File: src/rtl/sbc_pkg.sv
package sbc_pkg;

  localparam int TW = 4;

  // one bank's configuration word, MSB first
  typedef struct packed {
    logic          sram_type;
    logic          mux_en;
    logic          narrow;
    logic          wait_en;
    logic          wait_hi;
    logic [TW-1:0] bl_setup;
    logic [TW-1:0] w_turn;
    logic [TW-1:0] w_dhold;
    logic [TW-1:0] w_dsetup;
    logic [TW-1:0] w_ahold;
    logic [TW-1:0] w_asetup;
    logic [TW-1:0] r_turn;
    logic [TW-1:0] r_dhold;
    logic [TW-1:0] r_dsetup;
    logic [TW-1:0] r_ahold;
    logic [TW-1:0] r_asetup;
  } bank_cfg_t;

  localparam int CFG_W = $bits(bank_cfg_t);

  // resolved timing for the access in flight
  typedef struct packed {
    logic [TW-1:0] bls;
    logic [TW-1:0] asu;
    logic [TW-1:0] ahd;
    logic [TW-1:0] dsu;
    logic [TW-1:0] dhd;
    logic [TW-1:0] trn;
    logic          mux;
    logic          narrow;
  } timing_t;

  typedef enum logic [2:0] {
    PH_IDLE = 3'd0,
    PH_BLS  = 3'd1,
    PH_ASU  = 3'd2,
    PH_AHD  = 3'd3,
    PH_DSU  = 3'd4,
    PH_DHD  = 3'd5,
    PH_TRN  = 3'd6
  } phase_e;

endpackage

File: src/rtl/sbc_cfg_sel.sv
module sbc_cfg_sel
  import sbc_pkg::*;
#(
  parameter  int NBANK = 4,
  localparam int BW    = (NBANK > 1) ? $clog2(NBANK) : 1
) (
  input  logic [NBANK*CFG_W-1:0] cfg_flat,
  input  logic [BW-1:0]          bank,
  input  logic                   write,
  input  logic                   mem_wait,
  output timing_t                tim,
  output logic                   wait_act
);

  bank_cfg_t cfgs [NBANK];
  bank_cfg_t c;

  for (genvar g = 0; g < NBANK; g++) begin : g_unpack
    assign cfgs[g] = cfg_flat[g*CFG_W +: CFG_W];
  end

  assign c = cfgs[bank];

  function automatic logic [TW-1:0] at_least1(input logic [TW-1:0] v);
    return (v == '0) ? TW'(1) : v;
  endfunction

  always_comb begin
    tim.bls    = at_least1(c.bl_setup);
    tim.asu    = at_least1(write ? c.w_asetup : c.r_asetup);
    tim.ahd    = write ? c.w_ahold : c.r_ahold;
    tim.dsu    = at_least1(write ? c.w_dsetup : c.r_dsetup);
    tim.dhd    = write ? c.w_dhold : c.r_dhold;
    tim.trn    = write ? c.w_turn  : c.r_turn;
    tim.mux    = c.mux_en & ~c.sram_type;
    tim.narrow = c.narrow;
  end

  assign wait_act = c.wait_en & (mem_wait == c.wait_hi);

endmodule

File: src/rtl/sbc_seq.sv
module sbc_seq
  import sbc_pkg::*;
(
  input  logic    clk,
  input  logic    rst_n,
  input  logic    start,
  input  timing_t tim,
  input  logic    wait_act,
  output phase_e  phase,
  output logic    ack,
  output logic    cap
);

  logic [TW-1:0] cnt;
  logic          data_end;

  assign cap      = (phase == PH_DSU) && (cnt == '0) && !wait_act;
  assign data_end = (cap && (tim.dhd == '0)) ||
                    ((phase == PH_DHD) && (cnt == '0));

  always_ff @(posedge clk or negedge rst_n) begin
    if (!rst_n) begin
      phase <= PH_IDLE;
      cnt   <= '0;
      ack   <= 1'b0;
    end else begin
      ack <= 1'b0;
      if (data_end) begin
        ack <= 1'b1;
        if (tim.trn != '0) begin
          phase <= PH_TRN;
          cnt   <= tim.trn - 1'b1;
        end else begin
          phase <= PH_IDLE;
        end
      end else begin
        unique case (phase)
          PH_IDLE: if (start) begin
            phase <= PH_BLS;
            cnt   <= tim.bls - 1'b1;
          end
          PH_BLS: begin
            if (cnt == '0) begin
              phase <= PH_ASU;
              cnt   <= tim.asu - 1'b1;
            end else cnt <= cnt - 1'b1;
          end
          PH_ASU: begin
            if (cnt != '0) cnt <= cnt - 1'b1;
            else if (tim.mux && (tim.ahd != '0)) begin
              phase <= PH_AHD;
              cnt   <= tim.ahd - 1'b1;
            end else begin
              phase <= PH_DSU;
              cnt   <= tim.dsu - 1'b1;
            end
          end
          PH_AHD: begin
            if (cnt == '0) begin
              phase <= PH_DSU;
              cnt   <= tim.dsu - 1'b1;
            end else cnt <= cnt - 1'b1;
          end
          PH_DSU: begin
            if (cap) begin
              phase <= PH_DHD;
              cnt   <= tim.dhd - 1'b1;
            end else if (cnt != '0) cnt <= cnt - 1'b1;
          end
          PH_DHD: cnt <= cnt - 1'b1;
          PH_TRN: begin
            if (cnt == '0) phase <= PH_IDLE;
            else cnt <= cnt - 1'b1;
          end
          default: phase <= PH_IDLE;
        endcase
      end
    end
  end

endmodule

File: src/rtl/sbc_pins.sv
module sbc_pins
  import sbc_pkg::*;
#(
  parameter  int NBANK = 4,
  parameter  int AW    = 24,
  parameter  int DW    = 16,
  localparam int BW    = (NBANK > 1) ? $clog2(NBANK) : 1,
  localparam int NBE   = DW / 8
) (
  input  phase_e           phase,
  input  timing_t          tim,
  input  logic [BW-1:0]    bank,
  input  logic             write,
  input  logic [AW-1:0]    addr,
  input  logic [DW-1:0]    wdata,
  input  logic [NBE-1:0]   be,
  output logic [AW-1:0]    mem_addr,
  output logic [DW-1:0]    mem_dq_o,
  output logic             mem_dq_oe,
  output logic [NBANK-1:0] mem_cs_n,
  output logic [NBE-1:0]   mem_ble_n,
  output logic             mem_oe_n,
  output logic             mem_we_n
);

  logic lanes_on, sel_on, addr_ph, data_ph;

  assign lanes_on = (phase == PH_BLS) || sel_on;
  assign sel_on   = addr_ph || data_ph;
  assign addr_ph  = (phase == PH_ASU) || (phase == PH_AHD);
  assign data_ph  = (phase == PH_DSU) || (phase == PH_DHD);

  for (genvar g = 0; g < NBANK; g++) begin : g_cs
    assign mem_cs_n[g] = !(sel_on && (bank == BW'(g)));
  end

  always_comb begin
    if (!lanes_on)       mem_ble_n = '1;
    else if (tim.narrow) mem_ble_n = {{(NBE-1){1'b1}}, 1'b0};
    else                 mem_ble_n = ~be;
  end

  assign mem_addr = lanes_on ? addr : '0;
  assign mem_oe_n = !((phase == PH_DSU) && !write);
  assign mem_we_n = !((phase == PH_DSU) && write);

  always_comb begin
    mem_dq_oe = 1'b0;
    mem_dq_o  = '0;
    if (addr_ph && tim.mux) begin
      mem_dq_oe = 1'b1;
      mem_dq_o  = addr[DW-1:0];
    end else if (data_ph && write) begin
      mem_dq_oe = 1'b1;
      mem_dq_o  = tim.narrow ? {{(DW-8){1'b0}}, wdata[7:0]} : wdata;
    end
  end

endmodule

File: src/rtl/sbc_top.sv
module sbc_top
  import sbc_pkg::*;
#(
  parameter  int NBANK = 4,
  parameter  int AW    = 24,
  parameter  int DW    = 16,
  localparam int BW    = (NBANK > 1) ? $clog2(NBANK) : 1,
  localparam int NBE   = DW / 8
) (
  input  logic                   clk,
  input  logic                   rst_n,
  input  logic                   req_valid,
  output logic                   req_ready,
  input  logic                   req_write,
  input  logic [BW-1:0]          req_bank,
  input  logic [AW-1:0]          req_addr,
  input  logic [DW-1:0]          req_wdata,
  input  logic [NBE-1:0]         req_be,
  output logic [DW-1:0]          rsp_rdata,
  input  logic [NBANK*CFG_W-1:0] cfg_banks,
  output logic [AW-1:0]          mem_addr,
  output logic [DW-1:0]          mem_dq_o,
  output logic                   mem_dq_oe,
  input  logic [DW-1:0]          mem_dq_i,
  output logic [NBANK-1:0]       mem_cs_n,
  output logic [NBE-1:0]         mem_ble_n,
  output logic                   mem_oe_n,
  output logic                   mem_we_n,
  input  logic                   mem_wait
);

  phase_e         phase;
  timing_t        tim;
  logic           wait_act, ack, cap, start;
  logic [BW-1:0]  lat_bank, sel_bank;
  logic           lat_write, sel_write;
  logic [AW-1:0]  lat_addr;
  logic [DW-1:0]  lat_wdata;
  logic [NBE-1:0] lat_be;

  assign start     = req_valid && !ack && (phase == PH_IDLE);
  assign sel_bank  = (phase == PH_IDLE) ? req_bank  : lat_bank;
  assign sel_write = (phase == PH_IDLE) ? req_write : lat_write;
  assign req_ready = ack;

  always_ff @(posedge clk or negedge rst_n) begin
    if (!rst_n) begin
      lat_bank  <= '0;
      lat_write <= 1'b0;
      lat_addr  <= '0;
      lat_wdata <= '0;
      lat_be    <= '0;
    end else if (start) begin
      lat_bank  <= req_bank;
      lat_write <= req_write;
      lat_addr  <= req_addr;
      lat_wdata <= req_wdata;
      lat_be    <= req_be;
    end
  end

  always_ff @(posedge clk or negedge rst_n) begin
    if (!rst_n) rsp_rdata <= '0;
    else if (cap && !lat_write)
      rsp_rdata <= tim.narrow ? {{(DW-8){1'b0}}, mem_dq_i[7:0]} : mem_dq_i;
  end

  sbc_cfg_sel #(.NBANK(NBANK)) u_cfg (
    .cfg_flat (cfg_banks),
    .bank     (sel_bank),
    .write    (sel_write),
    .mem_wait (mem_wait),
    .tim      (tim),
    .wait_act (wait_act)
  );

  sbc_seq u_seq (
    .clk      (clk),
    .rst_n    (rst_n),
    .start    (start),
    .tim      (tim),
    .wait_act (wait_act),
    .phase    (phase),
    .ack      (ack),
    .cap      (cap)
  );

  sbc_pins #(.NBANK(NBANK), .AW(AW), .DW(DW)) u_pins (
    .phase     (phase),
    .tim       (tim),
    .bank      (lat_bank),
    .write     (lat_write),
    .addr      (lat_addr),
    .wdata     (lat_wdata),
    .be        (lat_be),
    .mem_addr  (mem_addr),
    .mem_dq_o  (mem_dq_o),
    .mem_dq_oe (mem_dq_oe),
    .mem_cs_n  (mem_cs_n),
    .mem_ble_n (mem_ble_n),
    .mem_oe_n  (mem_oe_n),
    .mem_we_n  (mem_we_n)
  );

endmodule

File: config.mk
export PLATFORM = sky130hd
export DESIGN_NAME = sbc_top
export DESIGN_NICKNAME = d
export VERILOG_FILES = /design/src/rtl/sbc_pkg.sv /design/src/rtl/sbc_cfg_sel.sv /design/src/rtl/sbc_seq.sv /design/src/rtl/sbc_pins.sv /design/src/rtl/sbc_top.sv
export SDC_FILE = /design/constraint.sdc
export NUM_CORES = 1
export LEC_CHECK = 0
export BUFFER_PORTS_ARGS = -buffer_cell sky130_fd_sc_hd__buf_2
export CAP_MARGIN = 20
export CELL_PAD_IN_SITES_DETAIL_PLACEMENT = 1
export CELL_PAD_IN_SITES_GLOBAL_PLACEMENT = 1
export CORE_MARGIN = 3
export CORE_UTILIZATION = 34
export DETAILED_ROUTE_END_ITERATION = 6
export GPL_ROUTABILITY_DRIVEN = 1
export PLACE_DENSITY = 0.86
export SLEW_MARGIN = 20
export SYNTH_ARGS = -nofsm -noshare
export SYNTH_HDL_FRONTEND = slang
export SYNTH_HIERARCHICAL = 1
export SYNTH_SLANG_ARGS = --single-unit
File: constraint.sdc
create_clock -name clk -period 5.5 [get_ports clk]
set_clock_uncertainty 0.1 [all_clocks]
set_input_delay 1.375 -clock clk [delete_from_list [all_inputs] [get_ports clk]]
set_output_delay 1.375 -clock clk [all_outputs]
set_load 0.005 [all_outputs]
==> load_flow_metrics.sql <==
INSERT INTO impl_metrics (metric_group, metric, value, unit) VALUES
('synthesis', 'ys.warnings.count', '6', ''),
('synthesis', 'ys_top_cells_by_area', 'sky130_fd_sc_hd__dfrtp_1 29%, sky130_fd_sc_hd__mux4_2 14%, sky130_fd_sc_hd__mux2_4 9.9%', ''),
('critical_path', 'path_class', 'in2out', ''),
('synthesis', 'synth_area', '5900', 'µm²'),
('synthesis', 'number_of_distinct_standard_cells_referenced_by_the_synthesized_netlist', '74', ''),
('synthesis', 'ys_top_cells_by_count', '69 x sky130_fd_sc_hd__dfrtp_1, 39 x sky130_fd_sc_hd__mux2_4, 36 x sky130_fd_sc_hd__mux4_2', ''),
('grt', 'grt_antenna_before_repair', '8', ''),
('synthesis', 'syn_inst', '489', ''),
('detailed_routing', 'drt_wl_total', '23100', 'µm'),
('outcome', 'run_status', 'finished, final reports clean', ''),
('flow_run', 'cap_viol_max_count', '0', ''),
('critical_path', 'worst_setup_start_kind', 'primary input', ''),
('floorplan', 'boundaryPins', '327', ''),
('critical_path', 'crit_path_frequent_cell', 'sky130_fd_sc_hd__buf_2', ''),
('synthesis', 'postSynthRegisterBits', '69', ''),
('power_and_ir_drop', 'cellLeakagePower', '3.94', 'nW'),
('cts', 'clock_sink_count', '69', ''),
('min_path', 'holdCritPathClass', 'reg2reg', ''),
('detailed_routing', 'final_antenna_net_count', '0', ''),
('cts', 'cts_made_buffers', '9', ''),
('floorplan', 'floorplan.core_area', '16800', 'µm²'),
('cts', 'clk-insertion-delay-late', '330', 'ps'),
('floorplan', 'dieHeight', '138', 'µm'),
('cts', 'clock_tree_from_tritoncts', 'yes', ''),
('placement', 'detailed_place_hpwl', '19100', 'µm'),
('sta', 'grt_setup_unrepaired', 'false', ''),
('sta', 'final-hold-violation-count', '0', ''),
('layout', 'design.final.nets', '1066', ''),
('floorplan', 'floorplan.die.width', '138', 'µm'),
('floorplan', 'placementRows', '47', ''),
('grt', 'overflow', '0', ''),
('synthesis', 'synth_largest_area_cell', 'sky130_fd_sc_hd__dfrtp_1', ''),
('layout', 'drive_above_1_share', '0.599', ''),
('cts', 'cts.hold.buffers_added', '0', ''),
('sta', 'relSlewSlack', '0.420', ''),
('placement', 'buffer_ports.inserted', '326', ''),
('synthesis', 'synth_flop_cell', 'sky130_fd_sc_hd__dfrtp_1', ''),
('detailed_routing', 'average_detailed_routed_wire_length_per_instance', '22.5', 'µm'),
('sta', 'setup_viol', '0', ''),
('sta', 'share_of_the_clock_period_used_by_the_worst_path_after_layout', '0.937', ''),
('power_and_ir_drop', 'power-per-cell-area', '615', 'nW/µm²'),
('cts', 'clock_tree.root_cell', 'sky130_fd_sc_hd__clkbuf_16', ''),
('sta', 'final.min_clock_period', '5150', 'ps'),
('cts', 'clk_transition_reported_paths', '60', 'ps'),
('placement', 'gp_routability_congestion', '0.980', ''),
('sta', 'fmaxAchievable', '194', 'MHz'),
('synthesis', 'synthArstFlopShare', '1.00', ''),
('cts', 'cts_repair_resize_count', '0', ''),
('synthesis', 'synth.yosys.seq_area_share', '0.293', ''),
('synthesis', 'yosysMostFrequentCell', 'sky130_fd_sc_hd__dfrtp_1', ''),
('critical_path', 'required', '4030', 'ps'),
('grt', 'grt_first_pass_wirelength', '33400', 'µm'),
('synthesis', 'synth_fp_nets', '759', ''),
('floorplan', 'initial_core_util', '0.352', ''),
('grt', 'via_count_of_the_first_global_routing_pass', '6002', ''),
('floorplan', 'floorplan.die_area', '19000', 'µm²'),
('critical_path', 'critical_path_peak_fanout', '42', ''),
('layout', 'areaGrowthSynthToFinish', '35.4', '%'),
('synthesis', 'avgSynthCellArea', '12.1', 'µm²'),
('cts', 'post-cts-setup-buffers', '0', ''),
('critical_path', 'cp-end-kind', 'output pin', ''),
('critical_path', 'critPathSlowestCell', 'sky130_fd_sc_hd__and3b_1', ''),
('detailed_routing', 'drt_pre_antenna_iters', '4', ''),
('detailed_routing', 'routed-via-count', '5517', ''),
('detailed_routing', 'first_iter_violations', '193', ''),
('sta', 'slew_violations', '0', ''),
('detailed_routing', 'via_cell_ratio', '5.37', ''),
('sta', 'timing.setup.tns', '0', 'ps'),
('grt', 'grt_usage', '0.234', ''),
('critical_path', 'crit_chain', 'buf_2 -> mux2_2 -> buf_12 -> nand2_1 -> o32a_1 -> a21oi_1 -> and3b_1 -> a22o_1 -> buf_2', ''),
('sta', 'timing.hold.ws', '386', 'ps');
[power breakdown]
group	internal (mW)	total (mW)	switching (mW)
clock	0.445	0.663	0.218
sequential	0.761	0.972	0.211
combinational	1.68	3.28	1.60
total	2.89	4.91	2.03
[critical path, delay by kind of cell]
kind / cells / cell delay [ps]
buffers and inverters: 3 / 490
AO/OA/AOI/OAI: 3 / 760
AND/OR/NAND/NOR: 2 / 800
multiplexers: 1 / 230
[path summary, 6_finish.rpt]
path,from,to,slack [ps],depth (start not counted)
min in group asynchronous,rst_n,lat_addr[0],1040,1
max in group asynchronous,rst_n,u_seq/cnt[0],3320,2
worst min register to register,rsp_rdata[11],rsp_rdata[11],390,2
worst max-delay path,req_bank[0],mem_dq_o[2],350,9
worst max register to register,u_seq/phase[1],rsp_rdata[0],1100,11
worst min-delay path,rsp_rdata[11],rsp_rdata[11],390,2
[sequential cells by signal, indices dropped and copies added, names as in the netlist]
name         flops
u_seq/cnt        4
lat_be           2
u_seq/ack        1
lat_write        1
lat_bank         2
u_seq/phase      3
rsp_rdata       16
lat_wdata       16
lat_addr        24
[kinds of logic after synthesis]
kind of cell | synth area share
muxes | 0.357
xor gates and xnor gates | 0.0193
DFF | 0.293
AOI/OAI and AO/OA | 0.109
buffers and inverters | 0.0583
and+or+nand+nor | 0.144
adders and majority gates | 0.0191
[layer usage]
layer | global-route usage | up-vias | wire (µm)
met4 | 0.104 | 2 | 866
met1 | 0.245 | 2700 | 8330
met2 | 0.444 | 249 | 12300
li1 | - | 2526 | -
met3 | 0.0500 | 40 | 1600
met5 | 0 | - | 13
[cell usage in the layout, fill, tap and decap left out, types with 3 or more instances in the layout]
master	Yosys	final
sky130_fd_sc_hd__buf_2	20	326
sky130_fd_sc_hd__dfrtp_1	69	69
sky130_fd_sc_hd__mux2_4	39	39
sky130_fd_sc_hd__mux4_2	36	36
sky130_fd_sc_hd__mux2_2	32	32
sky130_fd_sc_hd__nor3b_1	27	27
sky130_fd_sc_hd__inv_1	21	21
sky130_fd_sc_hd__nand2_1	18	18
sky130_fd_sc_hd__a22o_1	18	18
sky130_fd_sc_hd__nand2b_1	14	14
sky130_fd_sc_hd__o21ai_0	13	13
sky130_fd_sc_hd__mux4_1	11	11
sky130_fd_sc_hd__nor3_1	10	10
sky130_fd_sc_hd__clkbuf_16	0	9
sky130_fd_sc_hd__nor2_1	9	9
sky130_fd_sc_hd__nand3_1	9	9
sky130_fd_sc_hd__ha_1	9	9
sky130_fd_sc_hd__buf_4	0	8
sky130_fd_sc_hd__xnor2_1	8	8
sky130_fd_sc_hd__nor2b_1	8	8
sky130_fd_sc_hd__diode_2	0	7
sky130_fd_sc_hd__o21ai_1	7	7
sky130_fd_sc_hd__a21oi_1	5	5
sky130_fd_sc_hd__xor2_1	5	5
sky130_fd_sc_hd__o22ai_1	5	5
sky130_fd_sc_hd__nand3b_1	3	3
sky130_fd_sc_hd__mux2_1	3	3
sky130_fd_sc_hd__bufinv_16	0	3
sky130_fd_sc_hd__mux2i_1	3	3
sky130_fd_sc_hd__o31ai_2	3	3
sky130_fd_sc_hd__and3_1	3	3
sky130_fd_sc_hd__a21o_1	3	3
sky130_fd_sc_hd__a22oi_1	3	3
sky130_fd_sc_hd__o31ai_1	3	3
sky130_fd_sc_hd__o211ai_1	3	3
sky130_fd_sc_hd__nor4_1	3	3
[through the flow]
| step | setup WS, ps | cell area, µm² | std cells | total power [mW] |
|---|---|---|---|---|
| 2_1_floorplan | 771 | 5900 | 489 | 3.35 |
| 3_3_place_gp | 500 | 7630 | 1005 | 4.14 |
| 3_5_place_dp | 319 | 7630 | 1005 | 4.23 |
| 4_1_cts | 321 | 7970 | 1021 | 4.92 |
| 5_1_grt | 147 | 7990 | 1028 | 5.25 |
| 6_report | 346 | 7990 | 1028 | 4.91 |
[cell type report]
class / count / area (µm²)
fill: 1928 / 8770
clock buffer: 9 / 225
timing repair buffer: 335 / 1710
tap: 220 / 275
clock inverter: 7 / 121
multi-input combinational: 359 / 3830
sequential: 69 / 1730
antenna: 7 / 17.5
inverter: 22 / 82.6
Note: power is estimated with default switching activity, not from simulation.
